**src/rtl/i2c_ctrl_slave.sv**
```systemverilog
module i2c_ctrl_slave #(
  parameter logic [6:0] DEV_ADDR = 7'h46,
  parameter int IDX_W    = 4,
  parameter int AZ_IDX   = 1,
  parameter int TEST_IDX = 15,
  parameter int ST_POS   = 3,
  parameter int SM_POS   = 2
) (
  input  logic                        clk,
  input  logic                        rst_n,
  input  logic                        scl_in,
  input  logic                        sda_in,
  output logic                        sda_oe,
  input  logic                        stereo_det,
  input  logic                        softmute_on,
  output logic [8*(1<<IDX_W)-1:0]     regs_flat,
  output logic                        autozero_req,
  output logic                        test_en
);
  localparam int NREG   = 1 << IDX_W;
  localparam int INC_B  = IDX_W;
  localparam int TST_B  = IDX_W + 1;
  localparam int KEEP_B = IDX_W + 2;
  localparam logic [IDX_W-1:0] ONE  = 1;
  localparam logic [IDX_W-1:0] AZ_I = AZ_IDX[IDX_W-1:0];

  typedef enum logic [2:0] {S_IDLE, S_ADDR, S_SUB, S_WR, S_RD} st_t;
  st_t st;

  logic [2:0] scl_r, sda_r;
  logic [3:0] bitc;
  logic [7:0] sh, stat;
  logic [IDX_W-1:0] idx;
  logic f_inc, f_test, f_keep, mnack;
  logic [7:0] regs [NREG];

  wire scl_rise = scl_r[1] & ~scl_r[2];
  wire scl_fall = ~scl_r[1] & scl_r[2];
  wire start_c  = scl_r[1] & scl_r[2] & sda_r[2] & ~sda_r[1];
  wire stop_c   = scl_r[1] & scl_r[2] & ~sda_r[2] & sda_r[1];
  wire wr_fire  = (st == S_WR) && scl_fall && (bitc == 4'd8) && !start_c && !stop_c;

  always_comb begin
    stat = 8'h00;
    stat[ST_POS] = stereo_det;
    stat[SM_POS] = softmute_on;
  end

  always_ff @(posedge clk or negedge rst_n) begin
    if (!rst_n) begin
      scl_r <= 3'b111;
      sda_r <= 3'b111;
    end else begin
      scl_r <= {scl_r[1:0], scl_in};
      sda_r <= {sda_r[1:0], sda_in};
    end
  end

  always_ff @(posedge clk or negedge rst_n) begin
    if (!rst_n) begin
      st <= S_IDLE;
      bitc <= '0;
      sh <= '0;
      idx <= '0;
      f_inc <= 1'b0;
      f_test <= 1'b0;
      f_keep <= 1'b0;
      mnack <= 1'b0;
      sda_oe <= 1'b0;
      autozero_req <= 1'b0;
    end else begin
      autozero_req <= 1'b0;
      if (start_c) begin
        st <= S_ADDR;
        bitc <= '0;
        sda_oe <= 1'b0;
      end else if (stop_c) begin
        st <= S_IDLE;
        sda_oe <= 1'b0;
      end else if (st != S_IDLE) begin
        if (scl_rise) begin
          if (bitc != 4'd9) bitc <= bitc + 4'd1;
          sh <= {sh[6:0], sda_r[1]};
          if (bitc == 4'd8) mnack <= sda_r[1];
        end else if (scl_fall) begin
          if (bitc == 4'd8) begin
            case (st)
              S_ADDR: begin
                if (sh[7:1] == DEV_ADDR) begin
                  sda_oe <= 1'b1;
                  st <= sh[0] ? S_RD : S_SUB;
                end else begin
                  st <= S_IDLE;
                end
              end
              S_SUB: begin
                sda_oe <= 1'b1;
                idx <= sh[IDX_W-1:0];
                f_inc <= sh[INC_B];
                f_test <= sh[TST_B];
                f_keep <= sh[KEEP_B];
                st <= S_WR;
              end
              S_WR: begin
                sda_oe <= 1'b1;
                if (f_inc) idx <= idx + ONE;
                if (idx == AZ_I && !f_keep) autozero_req <= 1'b1;
              end
              S_RD: sda_oe <= 1'b0;
              default: ;
            endcase
          end else if (bitc == 4'd9) begin
            bitc <= '0;
            if (st == S_RD) begin
              if (mnack) begin
                st <= S_IDLE;
                sda_oe <= 1'b0;
              end else begin
                sh <= stat;
                sda_oe <= ~stat[7];
              end
            end else begin
              sda_oe <= 1'b0;
            end
          end else if (st == S_RD) begin
            sda_oe <= ~sh[7];
          end
        end
      end
    end
  end

  always_ff @(posedge clk or negedge rst_n) begin
    if (!rst_n) begin
      for (int i = 0; i < NREG; i++) regs[i] <= '0;
    end else if (wr_fire && idx != '0) begin
      regs[idx] <= sh;
    end
  end

  for (genvar g = 0; g < NREG; g++) begin : g_flat
    assign regs_flat[8*g +: 8] = regs[g];
  end

  assign test_en = f_test & regs[TEST_IDX][0];
endmodule


```
**config.mk**
```make
export PLATFORM = sky130hd
export DESIGN_NAME = i2c_ctrl_slave
export DESIGN_NICKNAME = d
export VERILOG_FILES = /design/src/rtl/i2c_ctrl_slave.sv
export SDC_FILE = /design/constraint.sdc
export NUM_CORES = 1
export LEC_CHECK = 0
export ABC_AREA = 0
export BUFFER_PORTS_ARGS = -buffer_cell sky130_fd_sc_hd__clkbuf_2
export CAP_MARGIN = 20
export CELL_PAD_IN_SITES_DETAIL_PLACEMENT = 0
export CELL_PAD_IN_SITES_GLOBAL_PLACEMENT = 2
export CORE_MARGIN = 1.5
export CORE_UTILIZATION = 30
export CTS_CLUSTER_DIAMETER = 80
export DETAILED_ROUTE_END_ITERATION = 6
export PLACE_DENSITY = 0.62
export SLEW_MARGIN = 20
export SYNTH_ARGS = -nofsm -noshare
export SYNTH_HDL_FRONTEND = slang
export SYNTH_SLANG_ARGS = --single-unit
```
**constraint.sdc**
```tcl
create_clock -name clk -period 3.1 [get_ports clk]
set_input_delay 0.465 -clock clk [delete_from_list [all_inputs] [get_ports clk]]
set_output_delay 0.465 -clock clk [all_outputs]
set_load 0.02 [all_outputs]
```
Word level (Yosys, flattened, before mapping)

Cells that the tools add are included.

Add/subtract/negate cells: 2
Mux-type cells: 51
Equal/unequal tests: 19
Reductions and logical operators: 33
Bitwise logic cells: 17
Magnitude comparators: 2

Operator list:

| cell                | number |
|---|---|
| $bwmux 128          | 1 |
| $mux 8              | 7 |
| $mux 4              | 9 |
| $mux 3              | 11 |
| $demux 8 s4         | 1 |
| $mux 1              | 19 |
| $reduce_and 8->1    | 2 |
| $reduce_bool 4->1   | 4 |
| $reduce_bool 3->1   | 5 |
| $reduce_and 7->1    | 2 |
| $reduce_and 6->1    | 2 |
| $reduce_bool 2->1   | 5 |
| $add 4x1->4 const B | 2 |
| $and 1x1->1         | 8 |
| $eq 4x4->1 const B  | 2 |
| $not 1->1           | 8 |
| $pmux 4 s2          | 1 |
| $eq 7x7->1 const B  | 1 |
| $logic_and 1x1->1   | 7 |
| $eq 3x2->1 const B  | 2 |
| $ne 2x2->1 const B  | 3 |
| $ne 3x1->1 const B  | 2 |
| $ne 6x4->1 const B  | 1 |
| $pmux 3 s2          | 1 |
| other kinds (16)    | 18 |

Bits in registers: 159
Output and inout bits: 131

Longest topological paths before layout

Gate-level depths: netlist of the first run.

Depth in word-level cells: 10
Gate-level depth with buffers: 9
Gate-level depth less buffers: 7

Worst setup path before layout of the first run

Ideal clock, no wire load.

Path kind: register -> register
From: register scl_r[2]
To: register st[0]
Data arrival time: 1.963 ns
Setup slack: 1.012 ns
Library setup time: 0.125 ns
Period minus slack after synthesis: 2.088 ns
Buffers on the path: 1
Stages on the path, launching flop included: 9
Path through: dfstp_2 > inv_1 > ha_1 > clkbuf_1 > nand2b_1 > nor2_1 > nand2_1 > o21ai_0 > mux2_2

Longest elaborated chain between the ends: 5
Elaborated cells on any way between the ends: 18
Those cells by class: eq/ne: 2; mux: 2; bitwise: 8; reduce/logical: 6

RTL lines:

| item                                                               | RTL line | source |
|---|---|---|
| start, declared                                                    | 30       | `logic [2:0] scl_r, sda_r;` |
| start signal, assigned                                             | 54       | `scl_r <= {scl_r[1:0], scl_in};` |
| $and 1x1->1                                                        | 39, 40   |  |
| $and 1x1->1, on equally long branches (2 in series)                | 39, 40   |  |
| $ne 5x3->1 (no source line) (tied with other cells)                | -        |  |
| $reduce_and 7->1 (no source line) / $mux 3 (equally long branches) | -        |  |
| end signal, assigned                                               | 91       | `st <= sh[0] ? S_RD : S_SUB;` |
| end, declared                                                      | 28       | `st_t st;` |

Several ways; a longest one is shown, not always the timed one.
A chain may end at the register's enable or synchronous reset.

Final worst setup path of the first run

From: register bitc[0]
To: register regs, in the netlist regs_flat[102]

Longest elaborated chain between the ends: 5

RTL lines:

| item                            | RTL line | source |
|---|---|---|
| start, declared                 | 31       | `logic [3:0] bitc;` |
| start signal, assigned          | 82       | `if (bitc != 4'd9) bitc <= bitc + 4'd1;` |
| $eq 4x4->1                      | 41       | `wire wr_fire = (st == S_WR) && scl_fall && (bitc == 4'd8) && !start_c && !stop_c;` |
| $logic_and 1x1->1 (3 in series) | 41       |  |
| $logic_and 1x1->1               | 136      | `end else if (wr_fire && idx != '0) begin` |
| end signal, assigned by index   | 137      | `regs[idx] <= sh;` |
| end, declared                   | 35       | `logic [7:0] regs [NREG];` |

Every way passes these cells.

==> summary.txt, run 1 <==
Die
  • DIE HEIGHT: between 150 and 200 µm
  • Core Region: 0.02189 mm²
  • Effective utilization at floorplan: 30.67%
  • Top-level I/O count: 137
  • # rows: 54
  • Area of the die: about 0.023 mm²
  • Chip Width: 152.6 µm

Layout
  • Final-stage net count: ~620
  • Area growth from synthesis to final layout: 22.49%
  • Number of cells in the finished layout apart from fillers: 900
  • Fin area: a little over 0.008 mm²
  • Antenna cell count: 0
  • Fill cell count: 2140
  • Share of layout cells above drive strength 1: 52.26%

Place
  • Placement-stage cell area: 0.007642 mm²
  • Number of cells in the design after placement: 868
  • HPWL after detailed placement: 11.56 mm
  • Final weighted congestion in routability-driven placement: 0.7360
  • IO Port Bufs: about 140

GRT
  • Global-route wire length before repair: 26.66 mm
  • GRT Overall Usage: 14.90%
  • Vias in the first global route: 4511
  • GRT overflow: 0
  • Antenna violations before repair: 0
  • Maximum number of pins on one net before global-route repair: just over 70

Synthesis
  • Gate count of the mapped netlist: 481
  • Synthesized Nets: just under 500
  • Distinct cell type count after synthesis: 49
  • Number of enable flip-flop cells after synthesis: 0
  • Post-synth top area share: a little under three fifths
  • Per-instance average area after synthesis: 13.96 µm²
  • Top cells by area, synth: sky130_fd_sc_hd__dfrtp_1, sky130_fd_sc_hd__mux2_2, sky130_fd_sc_hd__mux2_4, sky130_fd_sc_hd__dfstp_2, sky130_fd_sc_hd__ha_1
  • Most frequent cells after synthesis: sky130_fd_sc_hd__dfrtp_1, sky130_fd_sc_hd__mux2_2, sky130_fd_sc_hd__clkbuf_1
  • Cell type contributing the most total cell area after synthesis: sky130_fd_sc_hd__dfrtp_1
  • Netlist area before placement: 0.006714 mm²
  • Share of flip-flops with an asynchronous set or reset after synthesis: 100.0%
  • Total of warnings raised by yosys: 0
  • Post-synth top flop: sky130_fd_sc_hd__dfrtp_1
  • Sequential-to-total area share from yosys stat: 59.37%
  • Count of state elements after synthesis: 159
  • Most instantiated library cell after synthesis: sky130_fd_sc_hd__dfrtp_1

Routing
  • Total wire length: 16.79 mm
  • Routed wirelength normalized by instance count: 18.65 µm
  • Detail-routed via count per cell: 4.696
  • Count of routing violations after the opening detailed-route iteration: between 150 and 200
  • Pre-Repair DR Iteration Count: 4
  • Antenna-violating nets left: 0
  • DRC viols: 0
  • DR vias: approximately 4200

Critical path
  • Arrival time worst endpoint: between 3 and 4 ns
  • Kind of cell with the highest combined delay on the critical path: simple AND/OR/NAND/NOR gates
  • Cell-by-cell trace of the critical path: inv_1 > ha_1 > nand3b_1 > a21oi_2 > and3_1 > and4_1 > mux2_1
  • Count of buffer and inverter cells on the critical path: 1
  • Crit Path Max Fanout: 11
  • Endpoint required time on the critical path: 3.40 ns
  • CP peak stage delay: 0.45 ns
  • Slowest stage cell, crit path: sky130_fd_sc_hd__and4_1
  • Class of the most critical setup path: flip-flop to flip-flop
  • Kind of capture point of the worst setup path: flip-flop
  • Startpoint type of the worst setup path: flip-flop

Clocking
  • Hold buffer count at cts: 0
  • Post-CTS Setup Bufs: 0
  • CTS H-Tree Depth: 4
  • Clock sinks: about 160
  • TritonCTS Buffers: 17
  • Clock buffer depth: 2
  • CTS tree: done
  • Root buffer cell: sky130_fd_sc_hd__clkbuf_16
  • Number of cells upsized or downsized after cts: 0
  • Worst skew pair latency: between 0.4 and 0.5 ns
  • Clock edge transition at the registers on the reported setup and hold paths: 0.07 ns

Pwr
  • Leakage power figure: around 0.0043 µW
  • VDD IR-drop max: 351.4 µV
  • Total chip power: 4340 µW
  • Pwr Density: around 530 mW/mm²

STA
  • Highest achievable clock rate: 368.9 MHz
  • Final number of hold-violating endpoints: 0
  • Crit path time final: 2.711 ns
  • Portion of the clock cycle consumed by the worst path in the final layout: 87.44%
  • Worst slew margin: 39.07%
  • Actual transition at the worst max-transition pin: 0.9140 ns
  • Clock Skew: approximately 0.01 ns
  • Number of max-slew violations in the final report: 0
  • RSZ-0062 raised after global routing: false
  • Final setup violation count: 0
  • Post-route setup TNS: 0 ns

Worst hold path
  • Classification of the worst-slack hold path: input port to asynchronous set/reset pin

Run
  • Max capacitance violation total: 0

Run status
  • Outcome: finished, final reports clean
==> power breakdown <==
| part | switching (µW) | internal [µW] | leakage (µW) | total, µW |
|---|---|---|---|---|
| combinational | 127 | 42.5 | 0.00180 | 170 |
| clock | 889 | 1170 | 0.000281 | 2060 |
| sequential | 18.8 | 2090 | 0.00219 | 2110 |
| total | 1040 | 3300 | 0.00427 | 4340 |
==> final cells by class <==
class	instances	area (µm²)	area share (%)
timing repair buffer	147	782.0	9.509
clock buffer	20	456.7	5.553
clock inverter	12	125.1	1.521
multi-input combinational	266	2464	29.96
inverter	16	60.06	0.7303
tap	280	350.3	4.260
sequential	159	3986	48.47
==> final timing paths <==
check | start | endpoint | slack (ns) | cells after the start
setup / recovery | bitc[0] | regs_flat[102] | 0.39 | 7
hold / removal | rst_n | regs_flat[125] | 0.07 | 1
setup reg to reg | bitc[0] | regs_flat[102] | 0.39 | 7
hold reg to reg | scl_r[0] | scl_r[1] | 0.36 | 0
max in group asynchronous | rst_n | regs_flat[34] | 2.09 | 2
min in group clk | scl_in | scl_r[0] | 0.13 | 1
==> metrics by stage <==
step                      utilization (%)  worst slack [ns]  hold WS (ns)
final                               37.57            0.3894       0.06512
after global routing                37.57            0.1626        0.1081
after CTS                           37.57            0.3623       0.08382
after detailed placement            34.91            0.3639        0.3468
after global placement              34.91            0.5147        0.3484
after floorplan                         -             1.012        0.1694
==> logic make-up (layout without fill, tap and decap cells) <==
kind of cell	count (synthesis)	in the layout	synth area share (%)
compound gates	42	42	3.914
xor+xnor	2	2	0.2609
fa+ha+maj	10	10	1.864
buf+inv	56	195	3.932
flops	159	159	59.37
mux	131	131	23.22
simple gates	81	81	7.436
==> layer usage <==
metal	share of wire [%]	GRT usage (%)	vias to the layer above	wire (µm)
li1	-	-	1942	-
met1	47	19.32	2159	7827
met2	46	23.49	112	7648
met3	6.9	5.489	13	1164
met4	0.87	3.892	0	146
met5	0	0	-	0
==> state kept, by name, indices dropped and copies added (netlist names), 3 cells and up <==
register,cells
scl_r,3
sh,8
idx,4
st,3
regs_flat,128
sda_r,3
bitc,4
==> placed cells by master, fill, tap and decap left out, types with 4 or more instances in the layout <==
cell type                   synthesis  routed
sky130_fd_sc_hd__dfrtp_1          153     153
sky130_fd_sc_hd__clkbuf_2           0     135
sky130_fd_sc_hd__mux2_2            99      99
sky130_fd_sc_hd__mux2_4            24      24
sky130_fd_sc_hd__clkbuf_16          0      17
sky130_fd_sc_hd__inv_1             16      16
sky130_fd_sc_hd__o21ai_0           12      12
sky130_fd_sc_hd__nor2_1            11      11
sky130_fd_sc_hd__a21oi_1           10      10
sky130_fd_sc_hd__ha_1              10      10
sky130_fd_sc_hd__buf_4              2      10
sky130_fd_sc_hd__nand3_1            9       9
sky130_fd_sc_hd__nand2_2            9       9
sky130_fd_sc_hd__nand2_1            8       8
sky130_fd_sc_hd__nor3_1             7       7
sky130_fd_sc_hd__dfstp_2            6       6
sky130_fd_sc_hd__nand3b_1           5       5
sky130_fd_sc_hd__a31oi_1            5       5
sky130_fd_sc_hd__mux2i_1            5       5
sky130_fd_sc_hd__and4_1             4       4
sky130_fd_sc_hd__and3_1             4       4
sky130_fd_sc_hd__clkinv_4           0       4
No activity file was read; power rests on OpenSTA's default activity.
==> run 2: changes to the inputs <==
- CORE_ASPECT_RATIO: unset -> 0.6
- RECOVER_POWER: unset -> 25
==> summary.txt, run 2 (synthesis gave the netlist of run 1 again) <==
Run status
  • Outcome: finished, violations left (was finished, final reports clean)
  • Violated checks: max-capacitance violations, max-slew violations

GRT
  • GRT Overall Usage: 16.11% (was 14.90%)
  • Antenna violations before repair: 1 (was 0)
  • GRT overflow: 0 (unchanged)
  • Vias in the first global route: 4464 (was 4511)
  • Global-route wire length before repair: 27.61 mm (was 26.66 mm)
  • Maximum number of pins on one net before global-route repair: 69 (was 72)

Routing
  • Pre-Repair DR Iteration Count: 4 (unchanged)
  • Antenna-violating nets left: 0 (unchanged)
  • DRC viols: 0 (unchanged)
  • Wire length on met2: 6.993 mm (was 7.648 mm)
  • Top metal layer carrying routed signals: met4 (unchanged)
  • Detail-routed via count per cell: 4.736 (was 4.696)
  • DR vias: 4305 (was 4226)
  • Amount of wire on met3 after detailed routing: 1.276 mm (was 1.164 mm)
  • Total wire length: 17.78 mm (was 16.79 mm)
  • Detailed-route wire length on metal 1: 9.309 mm (was 7.827 mm)
  • Count of routing violations after the opening detailed-route iteration: 246 (was 162)
  • Routed wirelength normalized by instance count: 19.56 µm (was 18.65 µm)

Critical path
  • Worst setup startpoint: bitc[0] (unchanged)
  • Kind of capture point of the worst setup path: flip-flop (unchanged)
  • Arrival time worst endpoint: 2.78 ns (was 3.01 ns)
  • Class of the most critical setup path: flip-flop to flip-flop (unchanged)
  • Endpoint required time on the critical path: 3.40 ns (about the same)
  • Crit Path Max Fanout: 9 (was 11)
  • Setup slack of the worst register-to-register path: 0.63 ns (was 0.39 ns)
  • Startpoint of the lowest-slack register-to-register path: bitc[0] (unchanged)
  • Worst R2R Path Depth: 7 (unchanged)
  • Startpoint type of the worst setup path: flip-flop (unchanged)
  • Endpoint of the lowest-slack register-to-register path: regs_flat[100] (was regs_flat[102])

Die
  • Area of the die: 0.02332 mm² (was 0.02329 mm²)
  • Core Region: 0.02202 mm² (was 0.02189 mm²)
  • Top-level I/O count: 137 (unchanged)
  • Effective utilization at floorplan: 30.49% (was 30.67%)
  • # rows: 42 (was 54)
  • DIE HEIGHT: 118.9 µm (was 152.6 µm)
  • Chip Width: 196.1 µm (was 152.6 µm)

Clocking
  • Root buffer cell: sky130_fd_sc_hd__clkbuf_16 (unchanged)
  • Clock sinks: 159 (unchanged)
  • Clock buffer depth: 2 (unchanged)
  • Number of cells upsized or downsized after cts: 0 (unchanged)
  • CTS H-Tree Depth: 4 (unchanged)
  • Post-CTS Setup Bufs: 0 (unchanged)
  • CTS tree: done (unchanged)
  • TritonCTS Buffers: 17 (unchanged)
  • Clock edge transition at the registers on the reported setup and hold paths: 0.06 ns (was 0.07 ns)
  • Worst skew pair latency: 0.43 ns (was 0.42 ns)
  • Hold buffer count at cts: 0 (unchanged)

STA
  • Final number of hold-violating endpoints: 0 (unchanged)
  • Final critical-path setup slack: 0.6256 ns (was 0.3894 ns)
  • Post-route setup TNS: 0 ns (unchanged)
  • Worst slew margin: -16.72% (was 39.07%)
  • Final setup violation count: 0 (unchanged)
  • RSZ-0062 raised after global routing: false (unchanged)
  • Crit path time final: 2.474 ns (was 2.711 ns)
  • Clock Skew: 0.01157 ns (was 0.01013 ns)
  • Actual transition at the worst max-transition pin: 1.751 ns (was 0.9140 ns)
  • Number of max-slew violations in the final report: 68 (was 0)
  • Portion of the clock cycle consumed by the worst path in the final layout: 79.82% (was 87.44%)
  • Final worst hold slack: 0.1220 ns (was 0.06512 ns)
  • Highest achievable clock rate: 404.1 MHz (was 368.9 MHz)

Layout
  • Antenna cell count: 0 (unchanged)
  • Final-stage net count: 627 (was 623)
  • Area of the multi-input gates: 0.002464 mm² (unchanged)
  • Share of layout cells above drive strength 1: 51.69% (was 52.26%)
  • Fill cell count: 2090 (was 2140)
  • Area growth from synthesis to final layout: 23.48% (was 22.49%)
  • Flip-flop count of the largest register after layout: 128 (unchanged)
  • Fin util: 37.65% (was 37.57%)
  • Most frequent cells in the layout: sky130_fd_sc_hd__dfrtp_1, sky130_fd_sc_hd__clkbuf_2, sky130_fd_sc_hd__mux2_2, sky130_fd_sc_hd__mux2_4, sky130_fd_sc_hd__clkbuf_16 (unchanged)
  • Storage element area: 0.003986 mm² (unchanged)
  • Most frequent standard cell in the layout excluding fill and tap cells: sky130_fd_sc_hd__dfrtp_1 (unchanged)

Pwr
  • Total chip power: 4540 µW (was 4340 µW)
  • Leakage power figure: 0.004303 µW (was 0.004268 µW)
  • VDD IR-drop max: 386.5 µV (was 351.4 µV)
  • Pwr Density: 547.6 mW/mm² (was 527.7 mW/mm²)

Place
  • HPWL after detailed placement: 12.01 mm (was 11.56 mm)
  • Pre-CTS setup slack: 0.6484 ns (was 0.3639 ns)
  • IO Port Bufs: 136 (unchanged)
  • Final weighted congestion in routability-driven placement: 0.7821 (was 0.7360)

Worst hold path
  • Hold Path Origin: scl_in
  • Number of cells traversed by the worst hold path: 1
  • Hold EP: scl_r[0]
  • Classification of the worst-slack hold path: input port to flip-flop (was input port to asynchronous set/reset pin)

Run
  • Max capacitance violation total: 1 (was 0)
==> run 2: final cells by class <==
type / instances / share of cell area, %
clock buffer: 21 / 5.554
clock inverter: 10 / 1.932
timing repair buffer: 151 / 9.674
tap: 286 / 4.316
sequential: 159 / 48.08
multi-input combinational: 266 / 29.72
inverter: 16 / 0.7244
==> run 2: worst max-delay path by stage <==
| stage | to | cells after the start |
|---|---|---|
| floorplan | st[0] | 8 |
| global placement | regs_flat[100] | 7 |
| detailed placement | regs_flat[100] | 7 |
| CTS | regs_flat[100] | 7 |
| global route | regs_flat[100] | 7 |
| finish | regs_flat[100] | 7 |
==> run 2: routing by layer <==
metal | track usage (%) | vias to the layer above
met5 | 0 | -
met4 | 5.288 | 0
met3 | 5.862 | 18
met2 | 21.02 | 134
met1 | 24.15 | 2200
li1 | - | 1953
==> run 2: worst max-delay path, stage by stage (launching register included) <==
cell and delay (ns):
sky130_fd_sc_hd__dfrtp_1 0.41, sky130_fd_sc_hd__inv_1 0.11, sky130_fd_sc_hd__ha_1 0.25, sky130_fd_sc_hd__nand3b_1 0.14, sky130_fd_sc_hd__a21oi_2 0.30, sky130_fd_sc_hd__and3_1 0.29
sky130_fd_sc_hd__and4_1 0.45, sky130_fd_sc_hd__mux2_2 0.39
==> run 2: metrics by stage <==
step / cells / area (µm²)
finish: 909 / 8290
detailed placement: 878 / 7680
CTS: 909 / 8300
global placement: 878 / 7680
global route: 909 / 8290
floorplan: 481 / 6714
==> run 2: report_power, final <==
| group | leakage [µW] | switching (µW) | total, µW | internal [µW] |
|---|---|---|---|---|
| registers | 0.00219 | 14.5 | 2110 | 2090 |
| clock network | 0.000303 | 858 | 2240 | 1390 |
| logic | 0.00181 | 144 | 188 | 43.5 |
